File: config.mk
export PLATFORM = sky130hd
export DESIGN_NAME = eep_host_ctrl
export DESIGN_NICKNAME = d
export VERILOG_FILES = /design/src/rtl/eep_host_pkg.sv /design/src/rtl/eep_sk_timer.sv /design/src/rtl/eep_wait_ctr.sv /design/src/rtl/eep_host_ctrl.sv
export SDC_FILE = /design/constraint.sdc
export NUM_CORES = 1
export LEC_CHECK = 0
export BUFFER_PORTS_ARGS = -buffer_cell sky130_fd_sc_hd__buf_2
export CORE_ASPECT_RATIO = 0.9
export CORE_MARGIN = 2
export CORE_UTILIZATION = 47
export DETAILED_ROUTE_END_ITERATION = 7
export GPL_TIMING_DRIVEN = 0
export MAX_ROUTING_LAYER = met4
export PLACE_DENSITY = 0.67
export SETUP_SLACK_MARGIN = 0.4
export SLEW_MARGIN = 20
export SYNTH_ARGS = -nofsm -noshare
export SYNTH_HDL_FRONTEND = slang
export SYNTH_HIERARCHICAL = 1
export SYNTH_SLANG_ARGS = --single-unit
File: constraint.sdc
create_clock -name clk -period 2.48 [get_ports clk]
set_input_delay 0.248 -clock clk [delete_from_list [all_inputs] [get_ports clk]]
set_output_delay 0.248 -clock clk [all_outputs]
set_load 0.02 [all_outputs]
File: src/rtl/eep_host_pkg.sv
`timescale 1ns/1ps
package eep_host_pkg;

    localparam int ADDR_W  = 6;
    localparam int DATA_W  = 16;
    localparam int OPC_W   = 2;
    localparam int HDR_W   = 1 + OPC_W + ADDR_W;
    localparam int FRAME_W = HDR_W + DATA_W;
    localparam int RX_BITS = DATA_W + 1;
    localparam int CNT_W   = $clog2(HDR_W + RX_BITS + 1);

    typedef enum logic [2:0] {
        CMD_READ      = 3'd0,
        CMD_WRITE     = 3'd1,
        CMD_ERASE     = 3'd2,
        CMD_UNLOCK    = 3'd3,
        CMD_LOCK      = 3'd4,
        CMD_CLEAR_ALL = 3'd5,
        CMD_WRITE_ALL = 3'd6
    } ee_cmd_e;

    typedef enum logic [1:0] {
        ST_IDLE,
        ST_SHIFT,
        ST_GAP,
        ST_POLL
    } ee_state_e;

    typedef struct packed {
        logic [FRAME_W-1:0] tx;
        logic [CNT_W-1:0]   tx_len;
        logic [CNT_W-1:0]   total;
        logic               prog;
    } frame_t;

    function automatic logic [ADDR_W-1:0] sel_field(input logic [1:0] sel);
        return {sel, {(ADDR_W-2){1'b0}}};
    endfunction

    function automatic frame_t build_frame(input ee_cmd_e          cmd,
                                           input logic [ADDR_W-1:0] addr,
                                           input logic [DATA_W-1:0] wdata);
        frame_t            f;
        logic [OPC_W-1:0]  opc;
        logic [ADDR_W-1:0] af;
        logic              with_data;
        opc       = 2'b00;
        af        = addr;
        with_data = 1'b0;
        f.prog    = 1'b1;
        case (cmd)
            CMD_READ:      begin opc = 2'b10; f.prog = 1'b0; end
            CMD_WRITE:     begin opc = 2'b01; with_data = 1'b1; end
            CMD_ERASE:     begin opc = 2'b11; end
            CMD_UNLOCK:    begin af = sel_field(2'b11); f.prog = 1'b0; end
            CMD_CLEAR_ALL: begin af = sel_field(2'b10); end
            CMD_WRITE_ALL: begin af = sel_field(2'b01); with_data = 1'b1; end
            default:       begin af = sel_field(2'b00); f.prog = 1'b0; end
        endcase
        f.tx     = {1'b1, opc, af, (with_data ? wdata : {DATA_W{1'b0}})};
        f.tx_len = with_data ? CNT_W'(FRAME_W) : CNT_W'(HDR_W);
        f.total  = (cmd == CMD_READ) ? CNT_W'(HDR_W + RX_BITS) : f.tx_len;
        return f;
    endfunction

endpackage

File: src/rtl/eep_sk_timer.sv
`timescale 1ns/1ps
module eep_sk_timer #(
    parameter int HALF_DIV = 2
) (
    input  logic clk,
    input  logic rst,
    input  logic run,
    output logic tick
);
    localparam int W = (HALF_DIV > 1) ? $clog2(HALF_DIV) : 1;

    logic [W-1:0] cnt;

    always_ff @(posedge clk) begin
        if (rst || !run)                 cnt <= '0;
        else if (cnt == W'(HALF_DIV-1))  cnt <= '0;
        else                             cnt <= cnt + W'(1);
    end

    assign tick = run && (cnt == W'(HALF_DIV-1));

    // a running timer never ticks on two adjacent cycles unless divide is 1
    p_tick_spacing_r4: assert property (@(posedge clk) disable iff (rst)
        (HALF_DIV > 1) && tick && run |=> !tick);
endmodule

File: src/rtl/eep_wait_ctr.sv
`timescale 1ns/1ps
module eep_wait_ctr #(
    parameter int LIMIT = 4
) (
    input  logic clk,
    input  logic rst,
    input  logic load,
    output logic expired
);
    localparam int W = $clog2(LIMIT + 1);

    logic [W-1:0] cnt;

    always_ff @(posedge clk) begin
        if (rst)               cnt <= '0;
        else if (load)         cnt <= W'(LIMIT - 1);
        else if (cnt != '0)    cnt <= cnt - W'(1);
    end

    assign expired = (cnt == '0);

    // windows shrink by exactly one per cycle
    p_count_down_r5: assert property (@(posedge clk) disable iff (rst)
        !load && (cnt != '0) |=> cnt == $past(cnt) - W'(1));
endmodule

File: src/rtl/eep_host_ctrl.sv
`timescale 1ns/1ps
module eep_host_ctrl
    import eep_host_pkg::*;
#(
    parameter int HALF_DIV   = 2,
    parameter int CS_LOW_CYC = 63,
    parameter int POLL_LIMIT = 1250000
) (
    input  logic        clk,
    input  logic        rst,
    input  logic        start_i,
    input  logic [2:0]  cmd_op_i,
    input  logic [5:0]  cmd_addr_i,
    input  logic [15:0] cmd_wdata_i,
    output logic        busy_o,
    output logic        done_o,
    output logic        timeout_o,
    output logic [15:0] rd_data_o,
    output logic        ee_cs_o,
    output logic        ee_sk_o,
    output logic        ee_di_o,
    input  logic        ee_do_i
);
    localparam int LOW_W = $clog2(CS_LOW_CYC + 1);

    ee_state_e          state;
    frame_t             frm;
    logic [FRAME_W-1:0] tx_sh;
    logic [DATA_W-1:0]  rx_sh;
    logic [CNT_W-1:0]   bit_cnt;
    logic               go_done;
    logic               tmo_pend;
    logic               poll_first;
    logic               sk_tick;
    logic               gap_exp;
    logic               poll_exp;
    logic               frame_end;
    logic               poll_ready;
    logic               poll_quit;
    logic               gap_load;
    logic               poll_load;

    eep_sk_timer #(.HALF_DIV(HALF_DIV)) u_sk (
        .clk  (clk),
        .rst  (rst),
        .run  (state == ST_SHIFT),
        .tick (sk_tick)
    );

    eep_wait_ctr #(.LIMIT(CS_LOW_CYC)) u_gap (
        .clk     (clk),
        .rst     (rst),
        .load    (gap_load),
        .expired (gap_exp)
    );

    eep_wait_ctr #(.LIMIT(POLL_LIMIT)) u_poll (
        .clk     (clk),
        .rst     (rst),
        .load    (poll_load),
        .expired (poll_exp)
    );

    always_comb begin
        frame_end  = (state == ST_SHIFT) && sk_tick && ee_sk_o && (bit_cnt == frm.total);
        poll_ready = (state == ST_POLL) && !poll_first && ee_do_i;
        poll_quit  = (state == ST_POLL) && (poll_ready || poll_exp);
        gap_load   = frame_end || poll_quit;
        poll_load  = (state == ST_GAP) && gap_exp && !go_done;
    end

    always_ff @(posedge clk) begin
        if (rst) begin
            state      <= ST_IDLE;
            frm        <= '0;
            tx_sh      <= '0;
            rx_sh      <= '0;
            bit_cnt    <= '0;
            go_done    <= 1'b0;
            tmo_pend   <= 1'b0;
            poll_first <= 1'b0;
            done_o     <= 1'b0;
            timeout_o  <= 1'b0;
            ee_cs_o    <= 1'b0;
            ee_sk_o    <= 1'b0;
        end else begin
            done_o <= 1'b0;
            case (state)
                ST_IDLE: begin
                    if (start_i) begin
                        frm       <= build_frame(ee_cmd_e'(cmd_op_i), cmd_addr_i, cmd_wdata_i);
                        tx_sh     <= build_frame(ee_cmd_e'(cmd_op_i), cmd_addr_i, cmd_wdata_i).tx;
                        bit_cnt   <= '0;
                        tmo_pend  <= 1'b0;
                        timeout_o <= 1'b0;
                        ee_cs_o   <= 1'b1;
                        ee_sk_o   <= 1'b0;
                        state     <= ST_SHIFT;
                    end
                end
                ST_SHIFT: begin
                    if (sk_tick) begin
                        if (!ee_sk_o) begin
                            ee_sk_o <= 1'b1;
                            bit_cnt <= bit_cnt + CNT_W'(1);
                            if (bit_cnt >= frm.tx_len)
                                rx_sh <= {rx_sh[DATA_W-2:0], ee_do_i};
                        end else begin
                            ee_sk_o <= 1'b0;
                            if (frame_end) begin
                                ee_cs_o <= 1'b0;
                                go_done <= !frm.prog;
                                state   <= ST_GAP;
                            end else begin
                                tx_sh <= tx_sh << 1;
                            end
                        end
                    end
                end
                ST_GAP: begin
                    if (gap_exp) begin
                        if (go_done) begin
                            done_o    <= 1'b1;
                            timeout_o <= tmo_pend;
                            state     <= ST_IDLE;
                        end else begin
                            ee_cs_o    <= 1'b1;
                            poll_first <= 1'b1;
                            state      <= ST_POLL;
                        end
                    end
                end
                ST_POLL: begin
                    poll_first <= 1'b0;
                    if (poll_quit) begin
                        tmo_pend <= !poll_ready;
                        ee_cs_o  <= 1'b0;
                        go_done  <= 1'b1;
                        state    <= ST_GAP;
                    end
                end
                default: state <= ST_IDLE;
            endcase
        end
    end

    assign busy_o    = (state != ST_IDLE);
    assign rd_data_o = rx_sh;
    assign ee_di_o   = (state == ST_SHIFT) && tx_sh[FRAME_W-1];

    // Checker state: length of the current chip-select low run, saturating
    logic [LOW_W-1:0] low_run;
    always_ff @(posedge clk) begin
        if (rst)                               low_run <= LOW_W'(CS_LOW_CYC);
        else if (ee_cs_o)                      low_run <= '0;
        else if (low_run != LOW_W'(CS_LOW_CYC)) low_run <= low_run + LOW_W'(1);
    end

    p_sk_low_idle_r4: assert property (@(posedge clk) disable iff (rst)
        !ee_cs_o |-> !ee_sk_o);

    p_di_hold_r4: assert property (@(posedge clk) disable iff (rst)
        ee_sk_o && $past(ee_sk_o) |-> $stable(ee_di_o));

    p_cs_gap_r5: assert property (@(posedge clk) disable iff (rst)
        $rose(ee_cs_o) |-> low_run >= LOW_W'(CS_LOW_CYC));

    p_poll_quiet_r6: assert property (@(posedge clk) disable iff (rst)
        state == ST_POLL |-> ee_cs_o && !ee_sk_o);

    p_tmo_with_done_r7: assert property (@(posedge clk) disable iff (rst)
        $rose(timeout_o) |-> done_o);

    p_cmd_hold_r8: assert property (@(posedge clk) disable iff (rst)
        busy_o && $past(busy_o) |-> $stable(frm));

    p_done_pulse_r9: assert property (@(posedge clk) disable iff (rst)
        done_o |=> !done_o);

    p_done_idle_r9: assert property (@(posedge clk) disable iff (rst)
        done_o |-> !busy_o);
endmodule

==> metrics.md, run 1 <==
| Metric | Value |
|---|---|
| Run status | `completed` |
| Total vias in the final route | `between 4000 and 5000` |
| CP endpoint kind | `flip-flop` |
| Cell variety after synth | `64` |
| Largest family of logic cells by synthesized area | `simple AND/OR/NAND/NOR gates` |
| Unrepaired setup endpoints after global routing | `yes` |
| Compound-Gate Fraction of Synth Area | `0.2025` |
| Vias in the first global route | `approximately 3700` |
| CP arrival | `roughly 2600 ps` |
| Fin crit share | `0.9032` |
| CTS tree | `yes` |
| Worst-path maximum fanout | `6` |
| Peak VDD IR | `0.0006187 V` |
| ANT nets after route | `0` |
| Synth Area in Simple Gates | `0.2454` |
| H-tree Lvls | `3` |
| First-pass GRT wire length | `17860 um` |
| Switching Fraction | `0.3645` |
| Hold/Removal Path Class | `input pin to flip-flop` |
| Routed WL per cell | `between 15 and 20 um` |
| Clk Latency, worst-skew pair | `~370 ps` |
| Buf+Inv Stages, Crit Path | `6` |
| Number of DRC markers in iteration 0 | `~190` |
| DR pass1 iterations | `6` |
| # hold bufs at CTS | `0` |
| Power Internal | `about 0.0037 W` |
| CTS sink count | `89` |
| Hold Path Depth | `3` |
| Hpwl dp | `slightly above 7000 um` |
| Kind of critical path | `flip-flop to flip-flop` |
| Gr usage total | `0.2275` |
| Initial antenna violation count | `0` |
| # IOs | `slightly above 50` |
| Layout area overhead | `31.76%` |
| Xor-xnor portion of the synthesized cell area | `0.01812` |
| Most common cell after layout, fill and taps aside | `dfxtp_1` |
| Diodes inserted | `0` |
| Die height | `95.26 um` |
| Mapped cell area | `around 0.0043 mm2` |
| Clock skew | `around 15 ps` |
| Post-layout min period | `2240 ps` |
| Clk root buf | `clkbuf_8` |
| Top cells by area, synth | `dfxtp_1 (41%), nor2_1 (6.1%), a211oi_1 (4.7%)` |
| Hold endpoint | `tx_sh[0]` |
| Clk pin slew, worst setup/hold paths | `90 ps` |
| Hold_sp | `cmd_wdata_i[0]` |
| FP Rows | `33` |
| Gpl congestion | `approximately 0.82` |
| Most common cell on crit path | `inv_2` |
| Cell Pwr Density | `1008 mW/mm2` |
| Layout cells sized above 1 | `0.3199` |
| Inst Count DP | `roughly 660` |
| Tot Pwr | `slightly below 0.006 W` |
| Crit-path leading delay family | `simple AND/OR/NAND/NOR gates` |
| Post-synthesis mux area share | `0.04603` |
| Flop pwr share | `0.339` |
| Clock Power Share | `0.231` |
| Final wirelength | `approximately 11000 um` |
| Final Setup Violations | `0` |
| Yosys top cell area share | `0.4097` |
| Die width | `between 100 and 150 um` |
| Number of synthesized flops with an enable pin | `0` |
| Crit start category | `flip-flop` |
| Filler cells | `764` |
| Remaining DRCs | `0` |
| Syn nets | `531` |
| Commonest cells after routing, fill and taps aside | `dfxtp_1 (81), nor2_1 (62), buf_2 (49)` |
| Adder and majority cell fraction of the synthesized area | `0.02301` |
| Post-route non-filler standard cell count | `~700` |
| Worst path slowest cell | `dfxtp_4` |
| Top FF cell, synth | `dfxtp_1` |
| Comb pwr share | `0.429` |
| Leak | `2.350 nW` |
| Psw | `~0.0021 W` |
| Slew @ Worst Pin | `approximately 550 ps` |
| Max Cap Viol | `0` |
| CP max stage delay | `around 370 ps` |
| Largest net degree at the start of global routing | `17` |
| Post-synth ARST share | `0` |
| Synthesized flop and latch total | `89` |
| Starting Density | `0.4810` |
| Syn Inst Count | `between 400 and 500` |
| Slew headroom | `0.6315` |
| CP cell instances | `inv_4 -> ha_4 -> nor4b_4 -> and4_4 -> buf_8 -> buf_12 -> nand2_4 -> inv_2 -> inv_2 -> nand3_2 -> o211a_4 -> inv_1 -> a41o_2 -> nor2_1` |
| Clock buffer depth | `2` |
| Fin nets | `about 630` |
| Cells on worst reg2reg path | `14` |
| Synth warnings | `6` |
| Port bufs | `47` |
| Footprint of the multi-input gates | `approximately 0.0026 mm2` |
| Core area | `approximately 0.0090 mm2` |
| Worst r2r src | `u_poll/cnt[0]` |
| Max-slew violations | `0` |
| Syn_area_per_cell | `8.804 um2` |
| Total die area | `approximately 0.010 mm2` |
| R2r endpoint | `u_gap/cnt[4]` |
| R2R Setup Slk | `between 200 and 250 ps` |
| Synth area leader | `dfxtp_1` |
| Global route overflow | `0` |
| Sequential-to-total area share from yosys stat | `0.4097` |
| CTS buffer count | `9` |
| FF+latch area | `between 0.0015 and 0.002 mm2` |
| DR vias/cell | `approximately 5.7` |
| Setup tns final | `0 ps` |
| Final Hold Vio Count | `0` |
| CP required | `2790 ps` |
| Fmax | `0.4464 GHz` |
[cell usage after synthesis, drive strengths merged (8+ instances only)]
cell type	n
a211oi	27
a21oi	28
a22oi	15
a311oi	9
a31oi	9
buf	11
clkbuf	19
dfxtp	89
ha	8
inv	18
mux2i	20
nand2	20
nand3	13
nor2	72
nor3	21
nor4	8
o21ai	13
or3	9
or4	8
[stage by stage]
step / utilization / hold slack [ps] / area [um2] / setup slack [ps]
5_1_grt: 0.6337 / 153.2 / 5731 / 105.5
4_1_cts: 0.6014 / 123.5 / 5438 / 239.9
3_3_place_gp: 0.5340 / 443.7 / 4828 / -172.5
6_report: 0.6337 / 133.7 / 5731 / 240.1
3_5_place_dp: 0.5340 / 433.1 / 4828 / -209.4
2_1_floorplan: - / 317.4 / 4441 / 399.9
[worst max path at each step]
stage,startpoint,end,slack [ps],cells after the start
floorplan,u_poll/cnt[1],u_gap/cnt[1],400,14
global placement,state[0],tx_sh[15],-170,8
detailed placement,state[0],tx_sh[15],-210,8
CTS,u_poll/cnt[0],u_gap/cnt[1],240,14
global route,u_poll/cnt[0],u_gap/cnt[1],110,14
finish,u_poll/cnt[0],u_gap/cnt[4],240,14
[worst register-to-register path, stage by stage, from the launching register on]
cell and delay [ps]:
dfxtp_4 370, inv_4 70, ha_4 120, nor4b_4 240, and4_4 300, buf_8 110
buf_12 100, nand2_4 40, inv_2 60, inv_2 40, nand3_2 80, o211a_4 210
inv_1 100, a41o_2 280, nor2_1 80
[metal layers]
metal  part of all wire  vias up  global-route usage
li1                   -     2023                   -
met1               0.48     1935              0.3001
met2               0.45      123              0.3489
met3              0.052       11             0.05537
met4              0.010        0             0.06556
met5                  0        -                   -
[power by group through the flow]
stage,logic (W),clock network [W],registers (W)
after global placement,0.00186,0,0.00195
after floorplan,0.00155,0,0.00191
after global routing,0.00272,0.00142,0.00200
after detailed placement,0.00191,0,0.00196
final,0.00248,0.00134,0.00196
after CTS,0.00218,0.00136,0.00193
[cells by family after synthesis]
logic type | count (synthesis)
AND/OR/NAND/NOR | 194
AO/OA/AOI/OAI | 125
flip-flops | 89
buffers and inverters | 49
multiplexers | 20
XOR/XNOR | 9
adder cells (fa/ha/maj) | 8
[timing repair]
action | 4_1_cts | 5_1_grt
setup buffers | 23 | 15
gates cloned | 2 | 0
gates resized for setup | 29 | 51
pin swaps | 10 | 13
endpoints found under the setup margin | 79 | 74
[final cells by class]
cell class,instances,area share
Multi-Input combinational cell,356,0.4491
Tap cell,122,0.02664
Clock inverter,7,0.02555
Buffer,30,0.04170
Timing Repair Buffer,87,0.1063
Sequential cell,89,0.3140
Inverter,19,0.01507
Clock buffer,9,0.02162
[sequential cells by signal, indices dropped and copies added, names as in the netlist, 2 cells and up]
name        cells
u_gap/cnt       6
bit_cnt         5
u_poll/cnt     21
state           2
frm             6
tx_sh          25
rd_data_o      16
Note: power is estimated with default switching activity, not from simulation.
==> run 2: changes to the inputs <==
GPL_TIMING_DRIVEN = default   (was 0)
REMOVE_ABC_BUFFERS = 1   (was default)
SETUP_SLACK_MARGIN = 0.2   (was 0.4)
==> run 2 against run 1 <==
  * Non-clock buffer count fell by 41
  * Worst hold slack got worse by 1.7 ps
  * Fmax rose by 3.1%
  * Critical path depth fell by 6
  * Total power fell by 15%
  * Clock-buffer cell count did not move
==> metrics.md, run 2 (synthesis results as in run 1) <==
| Metric | Value |
|---|---|
| CP max stage delay | `460 ps (+90 ps)` |
| Starting Density | `0.4810 (unchanged)` |
| Diodes inserted | `0 (unchanged)` |
| Slew headroom | `0.2838 (-0.3477)` |
| Gpl congestion | `0.8066 (-1.3%)` |
| Buf+Inv Stages, Crit Path | `2 (-4)` |
| Layout cells sized above 1 | `0.2284 (-0.09152)` |
| Gr usage total | `0.1969 (-0.03059)` |
| Remaining DRCs | `0 (unchanged)` |
| CP required | `2730 ps (-60 ps)` |
| Filler cells | `856 (+12%)` |
| Post-layout min period | `2172 ps (-68.36 ps)` |
| Clk root buf | `clkbuf_8` |
| Most common cell after layout, fill and taps aside | `dfxtp_1` |
| CTS buffer count | `9 (unchanged)` |
| Die height | `95.26 um (unchanged)` |
| Global route overflow | `0 (unchanged)` |
| Unrepaired setup endpoints after global routing | `yes` |
| CP cell instances | `inv_1 -> ha_1 -> or4b_1 -> a211o_1 -> o211ai_4 -> clkbuf_16 -> mux2i_1 -> nor2_1` |
| Initial antenna violation count | `0 (unchanged)` |
| # IOs | `51 (unchanged)` |
| Clk Latency, worst-skew pair | `370 ps (about the same)` |
| Crit start category | `flip-flop` |
| ANT nets after route | `0 (unchanged)` |
| Fin nets | `588 (-6.5%)` |
| Final wirelength | `9523 um (-14%)` |
| Crit-path leading delay family | `simple AND/OR/NAND/NOR gates` |
| Max FFs per register | `25 (unchanged)` |
| Worst hold slack | `132.0 ps (-1.685 ps)` |
| Slew @ Worst Pin | `1070 ps (+522.7 ps)` |
| Cell Pwr Density | `964.4 mW/mm2 (-4.3%)` |
| Number of DRC markers in iteration 0 | `142 (-24%)` |
| FP Rows | `33 (unchanged)` |
| Total vias in the final route | `3790 (-7.4%)` |
| Max-slew violations | `0 (unchanged)` |
| Clock buffer depth | `2 (unchanged)` |
| Stages on the worst setup path | `8 (-6)` |
| Peak VDD IR | `0.0005128 V (-17%)` |
| Commonest cells after routing, fill and taps aside | `dfxtp_1 (86), nor2_1 (70), buf_2 (50)` |
| Fmax | `0.4605 GHz (+3.1%)` |
| Tot Pwr | `0.004928 W (-15%)` |
| Max Cap Viol | `0 (unchanged)` |
| Worst path slowest cell | `or4b_1` |
| CTS tree | `yes` |
| Hold Path Depth | `3 (unchanged)` |
| Die width | `105.4 um (unchanged)` |
| Largest net degree at the start of global routing | `49 (+32)` |
| Port bufs | `50 (+6.4%)` |
| Top reg by flops | `tx_sh` |
| Vias in the first global route | `3373 (-8.6%)` |
| Worst-path maximum fanout | `6 (unchanged)` |
| Total die area | `0.01004 mm2 (unchanged)` |
| Kind of critical path | `flip-flop to flip-flop` |
| Fin crit share | `0.8756 (-0.02757)` |
| Clock skew | `7.149 ps (-7.955 ps)` |
| CTS sink count | `89 (unchanged)` |
| Run status | `completed` |
| Leak | `2.086 nW (-11%)` |
| Hpwl dp | `6488 um (-10%)` |
| Hold/Removal Path Class | `input pin to flip-flop` |
| Layout area overhead | `17.49%` |
| Core area | `0.009042 mm2 (unchanged)` |
| CP arrival | `2420 ps (-130 ps)` |
| Routed WL per cell | `14.05 um (-9.3%)` |
| CP endpoint kind | `flip-flop` |
| Cells on worst reg2reg path | `8 (-6)` |
| Final Hold Vio Count | `0 (unchanged)` |
| First-pass GRT wire length | `15700 um (-12%)` |
| Clk pin slew, worst setup/hold paths | `90 ps (about the same)` |
| DR pass1 iterations | `4 (-2)` |
| H-tree Lvls | `3 (unchanged)` |
| DR vias/cell | `5.590 (-1.8%)` |
| Final Setup Violations | `0 (unchanged)` |
## run 2: cell count changes in the layout (fill, tap and decap cells not counted), sizes merged
cell      delta
buf         -26
clkbuf      -15
bufinv       -3
clkinvlp     +2
inv          +1
## run 2: path summary, 6_finish.rpt
path,startpoint,end,slack [ps]
worst min register to register,u_sk/cnt,u_sk/cnt,440
worst max register to register,bit_cnt[0],rd_data_o[5],310
worst min-delay path,cmd_wdata_i[0],tx_sh[0],130
worst max-delay path,bit_cnt[0],rd_data_o[5],310
## run 2: worst reg2reg max path, cell delays in order (launching register included)
cell and delay, ps:
dfxtp_4 380, inv_1 60, ha_1 270, or4b_1 460
a211o_1 310, o211ai_4 140, clkbuf_16 210, mux2i_1 180
nor2_1 50
## run 2: through the flow
step	std cells	utilization	setup TNS [ps]	area [um2]	setup slack (ps)
6_report	678	0.5651	0	5110	308.5
3_3_place_gp	652	0.5215	0	4716	171.2
3_5_place_dp	652	0.5215	0	4716	27.43
2_1_floorplan	464	-	-6696	4180	-453.7
4_1_cts	670	0.5502	0	4975	206.5
5_1_grt	678	0.5651	0	5110	179.8
## run 2: repair_timing
item | 4_1_cts | 5_1_grt
pin swaps | 1 | 4
setup endpoints to repair | 35 | 38
gates resized for setup | 4 | 20
cloned | 0 | 2
setup buffers | 2 | 6
hold buffers | 0 | 0
## run 2: final cells by class
class | instances | area, um2 | share of cell area
Timing Repair Buffer | 76 | 495.5 | 0.09696
Inverter | 19 | 73.82 | 0.01445
Multi-Input combinational cell | 356 | 2391 | 0.4679
Tap cell | 122 | 152.6 | 0.02987
Sequential cell | 89 | 1788 | 0.3499
Clock buffer | 9 | 123.9 | 0.02424
Clock inverter | 7 | 85.08 | 0.01665
## run 2: routing by layer
metal	vias up	part of all wire	wire length (um)	track usage
met1	1760	0.49	4702	0.2556
met3	7	0.047	451	0.03828
met2	84	0.45	4311	0.3118
met5	-	0	0	-
met4	0	0.0061	58	0.06222
li1	1939	-	-	-
## run 2: report_power, final
group | internal [W] | switching, W | leakage (nW)
clock network | 0.000486 | 0.000566 | 0.100
logic | 0.000881 | 0.00104 | 1.26
registers | 0.00167 | 0.000284 | 0.729
==> run 3: changes to the inputs <==
CAP_MARGIN = 40   (was default)
CORE_MARGIN = default   (was 2)
GPL_TIMING_DRIVEN = 0   (was default)
==> run 3 against run 2 <==
  * Register-to-register slack worse by 50 ps
  * Combinational power up 5%
  * Clock skew up 5.9 ps
  * Critical endpoint is now u_poll/cnt[20]
  * Largest power group is now combinational cells
==> metrics.md, run 3 (synthesis results as in run 1) <==
| Metric | Value |
|---|---|
| Commonest cells after routing, fill and taps aside | `dfxtp_1 (82), nor2_1 (68), buf_2 (49)` |
| # IOs | `51 (unchanged)` |
| Global route overflow | `0 (unchanged)` |
| Layout area overhead | `19.07%` |
| CP cell instances | `inv_2 -> ha_4 -> or4b_4 -> nor2_4 -> nand2_4 -> nor3_4 -> buf_6 -> buf_4 -> nor2_1 -> o21ai_1 -> o311a_1` |
| Met1 Use GR | `0.3026 (+0.04705)` |
| Fin crit share | `0.8944 (+0.01878)` |
| DR vias/cell | `5.736 (+2.6%)` |
| FF+latch area | `0.001800 mm2 (+0.70%)` |
| Final Setup Violations | `0 (unchanged)` |
| Gpl congestion | `0.8285 (+2.7%)` |
| Total vias in the final route | `3860 (+1.8%)` |
| Remaining DRCs | `0 (unchanged)` |
| Number of DRC markers in iteration 0 | `243 (+71%)` |
| Clock buffer depth | `2 (unchanged)` |
| Slew @ Worst Pin | `539.4 ps (-531.0 ps)` |
| Final wirelength | `9734 um (+2.2%)` |
| ANT nets after route | `0 (unchanged)` |
| Max-slew violations | `0 (unchanged)` |
| Core area | `0.008768 mm2 (-3.0%)` |
| Crit start category | `flip-flop` |
| Post-layout min period | `2218 ps (+46.57 ps)` |
| Max Cap Viol | `0 (unchanged)` |
| Die height | `93.26 um (-2.1%)` |
| Clk root buf | `clkbuf_8` |
| H-tree Lvls | `3 (unchanged)` |
| R2R Setup Slk | `260 ps (-50 ps)` |
| Unrepaired setup endpoints after global routing | `yes` |
| Peak VDD IR | `0.0005465 V (+6.6%)` |
| Fin nets | `586 (-0.34%)` |
| Buf+Inv Stages, Crit Path | `3 (+1)` |
| Met2 GRT Util | `0.3278 (+0.01599)` |
| Final Hold Vio Count | `0 (unchanged)` |
| CP endpoint kind | `flip-flop` |
| Routed WL per cell | `14.46 um (+3.0%)` |
| Port bufs | `50 (unchanged)` |
| Filler cells | `786 (-8.2%)` |
| CTS buffer count | `9 (unchanged)` |
| Max FFs per register | `25 (unchanged)` |
| Hold/Removal Path Class | `input pin to flip-flop` |
| Worst Setup EP | `u_poll/cnt[20]` |
| Post-DP Area | `0.004616 mm2 (-2.1%)` |
| Layout cells sized above 1 | `0.2509 (+0.02249)` |
| Tot Pwr | `0.004983 W (+1.1%)` |
| GR Layer Usage met3 | `0.04335 (+0.005071)` |
| Fmax | `0.4508 GHz (-2.1%)` |
| Die width | `103.4 um (-1.9%)` |
| Starting Density | `0.4960 (+0.01503)` |
| CP max stage delay | `500 ps (+40 ps)` |
| Clk Latency, worst-skew pair | `370 ps (about the same)` |
| FP Rows | `32 (-3.0%)` |
| Clk pin slew, worst setup/hold paths | `100 ps (about the same)` |
| R2r endpoint | `u_poll/cnt[20]` |
| Run status | `completed` |
| CTS tree | `yes` |
| Largest net degree at the start of global routing | `50 (+2.0%)` |
| DR pass1 iterations | `5 (+1)` |
| Crit-path leading delay family | `simple AND/OR/NAND/NOR gates` |
| Diodes inserted | `0 (unchanged)` |
| Top reg by flops | `tx_sh` |
| Cells on worst reg2reg path | `11 (+3)` |
| Fin area | `0.005179 mm2 (+1.3%)` |
| Initial antenna violation count | `0 (unchanged)` |
| Worst setup startpoint | `u_gap/cnt[1]` |
| Gr usage total | `0.2202 (+0.02329)` |
| Most common cell after layout, fill and taps aside | `dfxtp_1` |
| CP required | `2790 ps (+60 ps)` |
| Clock skew | `13.08 ps (+5.935 ps)` |
| Worst-path maximum fanout | `5 (-1)` |
| Kind of critical path | `flip-flop to flip-flop` |
| Worst path slowest cell | `or4b_4` |
| Slew headroom | `0.6377 (+0.3539)` |
| First-pass GRT wire length | `16370 um (+4.3%)` |
| Leak | `2.089 nW (+0.13%)` |
| CTS sink count | `89 (unchanged)` |
| Total die area | `0.009643 mm2 (-4.0%)` |
| CP arrival | `2530 ps (+110 ps)` |
| Stages on the worst setup path | `11 (+3)` |
| Worst r2r src | `u_gap/cnt[1]` |
| Hpwl dp | `6250 um (-3.7%)` |
| Footprint of the multi-input gates | `0.002472 mm2 (+3.4%)` |
| Cell Pwr Density | `962.2 mW/mm2 (-0.23%)` |
| GRT busiest layer | `met2` |
| Vias in the first global route | `3433 (+1.8%)` |
==> run 3: routing by layer <==
metal  vias to the layer above  part of all wire
met5                         -                 0
met4                         0            0.0079
met3                         9             0.035
met2                        82              0.45
met1                      1829              0.50
li1                       1940                 -
==> run 3: layout make-up <==
type,count,share of cell area
timing repair buffer,73,0.09253
clock buffer,9,0.02392
inverter,19,0.01715
sequential,89,0.3477
tap,119,0.02875
multi-input combinational,357,0.4774
clock inverter,7,0.01256
==> run 3: repair_timing <==
item / 4_1_cts / 5_1_grt
hold endpoints to repair: 0 / 0
hold buffers: 0 / 0
cloned: 2 / 1
setup buffers: 9 / 10
resized for setup: 21 / 29
endpoints found under the setup margin: 79 / 66
pin swaps: 4 / 12
==> run 3: tightest hold or removal path, stage by stage <==
cell and delay, ps:
buf_2 90, nand3_1 60, a21oi_1 60
==> run 3: metrics by stage <==
step | TNS [ps] | hold WS (ps) | std cells | setup slack [ps] | utilization
6_report | 0 | 141.8 | 673 | 261.9 | 0.5906
3_5_place_dp | -26470 | 415.0 | 635 | -651.7 | 0.5264
5_1_grt | 0 | 119.7 | 673 | 137.6 | 0.5906
3_3_place_gp | -47480 | 415.0 | 633 | -1220 | 0.5223
2_1_floorplan | -6696 | 317.1 | 464 | -453.7 | -
4_1_cts | 0 | 120.6 | 662 | 210.2 | 0.5686
==> run 3: where the power goes <==
| group | leakage [nW] | switching [W] | total [W] | internal, W |
|---|---|---|---|---|
| sequential | 0.731 | 0.000320 | 0.00200 | 0.00168 |
| clock | 0.0947 | 0.000579 | 0.000970 | 0.000391 |
| combinational | 1.26 | 0.00108 | 0.00201 | 0.000932 |
| total | 2.09 | 0.00198 | 0.00498 | 0.00300 |
==> run 3: worst min-delay path by stage <==
stage / start / endpoint / slack, ps / cells after the start
finish: cmd_wdata_i[0] / tx_sh[0] / 140 / 3
global route: cmd_wdata_i[0] / tx_sh[0] / 120 / 3
CTS: cmd_wdata_i[0] / tx_sh[0] / 120 / 3
detailed placement: u_sk/cnt / u_sk/cnt / 410 / 1
global placement: u_sk/cnt / u_sk/cnt / 420 / 1
floorplan: rst / bit_cnt[1] / 320 / 1
